===== src/rtl/char_skew_pkg.sv =====
package char_skew_pkg;

    // How a channel's output is produced for its current delay setting
    typedef enum logic [1:0] {
        TAP_PASS  = 2'd0,
        TAP_DELAY = 2'd1,
        TAP_MUTE  = 2'd2
    } tap_kind_e;

    // Field positions inside the mode byte
    localparam int MODE_W       = 8;
    localparam int FIELD_W      = 2;
    localparam int ILACE_LSB    = 0;
    localparam int DE_FIELD_LSB = 4;
    localparam int N_CHANNELS   = 2;

endpackage


===== src/rtl/skew_sel_decode.sv =====
module skew_sel_decode
    import char_skew_pkg::*;
#(
    parameter int SEL_W      = 2,
    parameter int MAX_STAGES = 2,
    localparam int IDX_W     = (MAX_STAGES > 1) ? $clog2(MAX_STAGES) : 1
) (
    input  logic [SEL_W-1:0] sel,
    output tap_kind_e        kind,
    output logic [IDX_W-1:0] tap_idx
);
    localparam logic [SEL_W-1:0] MAX_SEL = SEL_W'(MAX_STAGES);
    localparam logic [SEL_W-1:0] ONE_SEL = SEL_W'(1);

    always_comb begin
        tap_idx = '0;
        if (sel == '0) begin
            kind = TAP_PASS;
        end else if (sel <= MAX_SEL) begin
            kind    = TAP_DELAY;
            tap_idx = IDX_W'(sel - ONE_SEL);
        end else begin
            kind = TAP_MUTE;
        end
    end

endmodule


===== src/rtl/skew_delay_line.sv =====
module skew_delay_line
    import char_skew_pkg::*;
#(
    parameter int SEL_W      = 2,
    parameter int MAX_STAGES = 2,
    localparam int IDX_W     = (MAX_STAGES > 1) ? $clog2(MAX_STAGES) : 1
) (
    input  logic             clk,
    input  logic             rst_n,
    input  logic [SEL_W-1:0] sel_in,
    input  logic             din,
    output logic             dout
);
    localparam logic [SEL_W-1:0] MAX_SEL = SEL_W'(MAX_STAGES);

    typedef struct packed {
        logic [SEL_W-1:0]      sel;
        logic [MAX_STAGES-1:0] stg;
    } line_state_t;

    line_state_t st_d, st_q;
    tap_kind_e        kind_q;
    logic [IDX_W-1:0] idx_q;
    logic             bypass_q;

    skew_sel_decode #(
        .SEL_W      (SEL_W),
        .MAX_STAGES (MAX_STAGES)
    ) u_dec (
        .sel     (st_q.sel),
        .kind    (kind_q),
        .tap_idx (idx_q)
    );

    assign bypass_q = (kind_q == TAP_PASS);

    always_comb begin
        st_d     = st_q;
        st_d.sel = sel_in;
        for (int i = 0; i < MAX_STAGES; i++) begin
            if (bypass_q)
                st_d.stg[i] = 1'b0;
            else if (i == 0)
                st_d.stg[i] = din;
            else
                st_d.stg[i] = st_q.stg[i-1];
        end
    end

    always_ff @(posedge clk or negedge rst_n) begin
        if (!rst_n)
            st_q <= '0;
        else
            st_q <= st_d;
    end

    always_comb begin
        dout = 1'b0;
        if (rst_n) begin
            case (kind_q)
                TAP_PASS:  dout = din;
                TAP_DELAY: dout = st_q.stg[idx_q];
                default:   dout = 1'b0;
            endcase
        end
    end

    // a bypassed line holds its first stage cleared
    a_r10_bypass_clear: assert property (@(posedge clk) disable iff (!rst_n)
        (st_q.sel == '0) |=> (st_q.stg[0] == 1'b0));

    // leaving bypass while the strobe is high gives a low output first
    a_r10_reenable_gap: assert property (@(posedge clk) disable iff (!rst_n)
        (st_q.sel == '0 && sel_in != '0 && sel_in <= MAX_SEL) |=> !dout);

    // a steady one-stage setting repeats the previous input
    a_r3_one_stage: assert property (@(posedge clk) disable iff (!rst_n)
        (st_q.sel == SEL_W'(1) && sel_in == SEL_W'(1)) |=> (dout == $past(din)));

    // a setting beyond the last stage mutes the output
    a_r5_mute: assert property (@(posedge clk) disable iff (!rst_n)
        (sel_in > MAX_SEL) |=> !dout);

    generate
        if (MAX_STAGES >= 2) begin : g_two_stage_chk
            // a steady two-stage setting repeats the input of two edges back
            a_r4_two_stage: assert property (@(posedge clk) disable iff (!rst_n)
                (st_q.sel == SEL_W'(2) && sel_in == SEL_W'(2) && $past(st_q.sel) == SEL_W'(2))
                |=> (dout == $past(din, 2)));
        end
    endgenerate

endmodule


===== src/rtl/char_skew_delay.sv =====
module char_skew_delay
    import char_skew_pkg::*;
#(
    parameter int MAX_STAGES = 2
) (
    input  logic                clk,
    input  logic                rst_n,
    input  logic                de_in,
    input  logic                cur_in,
    input  logic [MODE_W-1:0]   mode_reg,
    output logic                de_out,
    output logic                cur_out,
    output logic [FIELD_W-1:0]  ilace_mode
);
    logic [N_CHANNELS-1:0] raw_vec;
    logic [N_CHANNELS-1:0] skew_vec;

    assign raw_vec = {cur_in, de_in};

    // Channel 0 is DE (bits 5:4), channel 1 is cursor (bits 7:6)
    generate
        for (genvar ch = 0; ch < N_CHANNELS; ch++) begin : g_chan
            skew_delay_line #(
                .SEL_W      (FIELD_W),
                .MAX_STAGES (MAX_STAGES)
            ) u_line (
                .clk    (clk),
                .rst_n  (rst_n),
                .sel_in (mode_reg[DE_FIELD_LSB + ch*FIELD_W +: FIELD_W]),
                .din    (raw_vec[ch]),
                .dout   (skew_vec[ch])
            );
        end
    endgenerate

    assign de_out     = skew_vec[0];
    assign cur_out    = skew_vec[1];
    assign ilace_mode = mode_reg[ILACE_LSB +: FIELD_W];

    // the interlace output only moves when its mode bits move
    a_r7_ilace_stable: assert property (@(posedge clk) disable iff (!rst_n)
        $stable(mode_reg[ILACE_LSB +: FIELD_W]) |-> $stable(ilace_mode));

    // outputs are low throughout reset
    always_comb begin
        if (!rst_n) a_r1_reset_low: assert (!de_out && !cur_out);
    end

endmodule


===== config.mk =====
export PLATFORM = sky130hd
export DESIGN_NAME = char_skew_delay
export DESIGN_NICKNAME = d
export VERILOG_FILES = /design/src/rtl/char_skew_pkg.sv /design/src/rtl/skew_sel_decode.sv /design/src/rtl/skew_delay_line.sv /design/src/rtl/char_skew_delay.sv
export SDC_FILE = /design/constraint.sdc
export NUM_CORES = 1
export LEC_CHECK = 0
export CAP_MARGIN = 20
export CORE_AREA = 2 2 39 41
export DETAILED_ROUTE_END_ITERATION = 16
export DIE_AREA = 0 0 41 43
export PLACE_DENSITY_LB_ADDON = 0.2
export SYNTH_ARGS = -nofsm -noshare
export SYNTH_HDL_FRONTEND = slang
export SYNTH_SLANG_ARGS = --single-unit

===== constraint.sdc =====
create_clock -name clk -period 2 [get_ports clk]
set_input_delay 0.2 -clock clk [delete_from_list [all_inputs] [get_ports clk]]
set_output_delay 0.2 -clock clk [all_outputs]
set_load 0.005 [all_outputs]

==> results.ini, run 1 <==
[worst_setup_path]
timing.critical_path.arrival_ps = 1640
worst-path-max-fanout = 3
critPathLaunch = g_chan[0].u_line.st_q[3]$_DFF_PN0_
worst_ep_required_time_ps = 1800
r2r-start = g_chan[1].u_line.st_q[2]$_DFF_PN0_
endpoint = de_out
rr_endpoint = g_chan[1].u_line.st_q[0]$_DFF_PN0_
startpoint_type = flip-flop
cp-end-kind = primary output
r2r.worst_path.cells = 3
worstSetupPathType = flip-flop to primary output
reg2reg_setup_slack_ps = 1180

[detailed_routing]
vias_per_cell = 4.35
drt-wirelength-per-cell_um = 9.53
vias = 261
antenna_left = 0
drt_drc_violations_left = 0
drt-initial-drc-count = 2
drt_wl_total_um = 572
detailedRoute.firstPassIterationCount = 4

[synth]
synth.area.top_cells = sky130_fd_sc_hd__dfrtp_1 51%, sky130_fd_sc_hd__ha_1 19%, sky130_fd_sc_hd__nor2b_1 6.4%
synth.lib_cells_used.distinct = 9
synth_compound_gate_area_share = 0.0255
postSynthCellCount = 32
synth_area_per_cell_um2 = 12.3
fraction_of_registers_with_async_set_or_reset_after_synthesis = 1.00
synthesis.yosys.warnings = 0
synthXorXnorAreaFrac = 0
ys_ff_latch = 8
synth-adder-area-share = 0.191
synth_simple_gate_area_share = 0.146
yosys.cell_count.top_type = sky130_fd_sc_hd__dfrtp_1
muxShareOfSynthArea = 0.0510
synth_top_family_by_area = adder cells
mappedNetlistNets = 50
synth-edff-count = 0
synth_flop_cell = sky130_fd_sc_hd__dfrtp_1
synth.top_cells.by_count = 8 x sky130_fd_sc_hd__dfrtp_1, 6 x sky130_fd_sc_hd__ha_1, 4 x sky130_fd_sc_hd__inv_1, 4 x sky130_fd_sc_hd__nor2b_1
ys_seq_area_frac = 0.510
post_synth_top_area_share = 0.510
mappedNetlistArea_um2 = 393
synth.largest_area_cell = sky130_fd_sc_hd__dfrtp_1

[run_status]
run_status = completed

[power_and_ir_drop]
internal_power_uw = 270
power_frac_comb = 0.136
power.share.switching = 0.218
power.share.sequential = 0.510
p_per_area_mw_per_mm2 = 656
power.static_leakage_nw = 0.248
vdd_ir_max_v = 0.000254
power_switching_uw = 75.2
p_clk_frac = 0.354

[timing]
max-slew-margin-rel = 0.781
fin_worst_skew_ps = 0.0775
finalCritPeriodShare = 0.919
finalSetupTns_ps = 0
rsz0062_at_grt = no
timing.final.crit_period_ps = 1840
tightest_slew_ps = 328
timing.final.hold_violations = 0
slew_violations = 0
fin_hold_ws_ps = 213
report.final.setup_viol = 0
achievable-frequency_mhz = 544

[layout]
final_core_util = 0.380
drive_above_1_share = 0.114
layout.nets = 64
final_cell_count_no_fill = 60
fillCellCount = 145
area_delta_synth_final_pct = 33.8
max_ffs_per_register = 8
layout_top_registers = g_chan.u_line.st_q x8
regMostFlops = g_chan.u_line.st_q
antenna-diode-count = 0

[cts]
htree_levels = 1
cts_max_path_bufs = 2
cts.reportedPaths.clkPinSlew_ps = 50
clock_sink_count = 8
clock_tree.root_cell = sky130_fd_sc_hd__clkbuf_4
clock_tree_from_tritoncts = built
clock_latency_ps = 250
cts_hold_buffers = 0
numCtsBuffers = 3
cts_setup_buffers = 0
cts_resized = 0

[die]
design.die.area_mm2 = 0.00176
design.core.area_mm2 = 0.00138
ios = 16
initial_core_util = 0.284
placementRows = 14
floorplan.die.height_um = 43
die_width_um = 41

[placement]
portBuffers = 9
hpwl_um = 455
place.gp.congestion = 0.635
dp_cells = 57

[global_route]
overflow = 0
groute.usage.overall = 0.0943
grt_pass1_wl_mm = 1.06
number_of_global_route_vias_before_repair = 301
antenna_violations_before_repair = 0
grt_start_max_net_pins = 9

[hold_path]
hold_path_class = input pin to asynchronous set/reset pin

[job]
cap_viol_max_count = 0

==> cells by family after synthesis <==
family / Yosys count
compound gates: 2
fa+ha+maj: 6
buf+inv: 6
flops: 8
mux: 2
simple gates: 8
==> worst min-delay path by stage <==
stage | slack [ps] | end
floorplan | -100 | g_chan[0].u_line.st_q[0]$_DFF_PN0_
global placement | 400 | ilace_mode[0]
detailed placement | 400 | ilace_mode[0]
CTS | 200 | g_chan[0].u_line.st_q[0]$_DFF_PN0_
global route | 200 | g_chan[0].u_line.st_q[0]$_DFF_PN0_
finish | 210 | g_chan[0].u_line.st_q[0]$_DFF_PN0_
==> area by class of cell <==
class,count,area (µm²),share of cell area
clock buffer,3,22.5,0.0429
inverter,4,15.0,0.0286
multi-input combinational,18,163,0.310
sequential,8,200,0.381
tap,16,20.0,0.0381
timing repair buffer,11,105,0.200
==> per-layer routing <==
metal  GRT usage  part of all wire  vias to the layer above
met2       0.131              0.53                        9
met3      0.0471             0.065                        0
met4      0.0867                 0                        0
li1            -                 -                      130
met1      0.0963              0.40                      122
met5           0                 0                        -
==> metrics by stage <==
step / power (mW) / setup WS, ps / area [µm²]
2_1_floorplan: 0.200 / 954 / 393
3_3_place_gp: 0.224 / 201 / 503
3_5_place_dp: 0.227 / 170 / 503
4_1_cts: 0.355 / 136 / 526
5_1_grt: 0.371 / 43.2 / 526
6_report: 0.345 / 161 / 526
==> critical path, stage by stage, from the launching register on <==
cell	delay (ps)
sky130_fd_sc_hd__dfrtp_1	360
sky130_fd_sc_hd__inv_1	50
sky130_fd_sc_hd__ha_1	260
sky130_fd_sc_hd__nand3b_1	70
sky130_fd_sc_hd__o21ai_1	130
sky130_fd_sc_hd__clkdlybuf4s50_1	510
==> power by group through the flow <==
stage | registers (mW) | clock network (mW) | logic (mW)
2_1_floorplan | 0.178 | 0 | 0.0222
3_3_place_gp | 0.179 | 0 | 0.0455
3_5_place_dp | 0.179 | 0 | 0.0477
4_1_cts | 0.176 | 0.131 | 0.0478
5_1_grt | 0.177 | 0.141 | 0.0528
6_report | 0.176 | 0.122 | 0.0470
==> cell usage in the layout, fill, tap and decap left out <==
| cell | n |
|---|---|
| sky130_fd_sc_hd__inv_1 | 4 |
| sky130_fd_sc_hd__o21ai_1 | 2 |
| sky130_fd_sc_hd__nand3b_1 | 2 |
| sky130_fd_sc_hd__nor2b_1 | 4 |
| sky130_fd_sc_hd__mux2i_1 | 2 |
| sky130_fd_sc_hd__clkdlybuf4s50_1 | 9 |
| sky130_fd_sc_hd__nand4b_1 | 2 |
| sky130_fd_sc_hd__clkbuf_4 | 3 |
| sky130_fd_sc_hd__dfrtp_1 | 8 |
| sky130_fd_sc_hd__buf_4 | 2 |
| sky130_fd_sc_hd__ha_1 | 6 |
(Power assumes the default switching activity.)
==> run 2, diff against run 1 <==
--- a/config.mk
+++ b/config.mk
@@ -9,6 +9,7 @@
 export CORE_AREA = 2 2 39 41
 export DETAILED_ROUTE_END_ITERATION = 16
 export DIE_AREA = 0 0 41 43
+export HOLD_SLACK_MARGIN = 0.05
 export PLACE_DENSITY_LB_ADDON = 0.2
 export SYNTH_ARGS = -nofsm -noshare
 export SYNTH_HDL_FRONTEND = slang
==> results of run 2 <==
The final DEF is identical to that of run 1; final timing and power are the same.
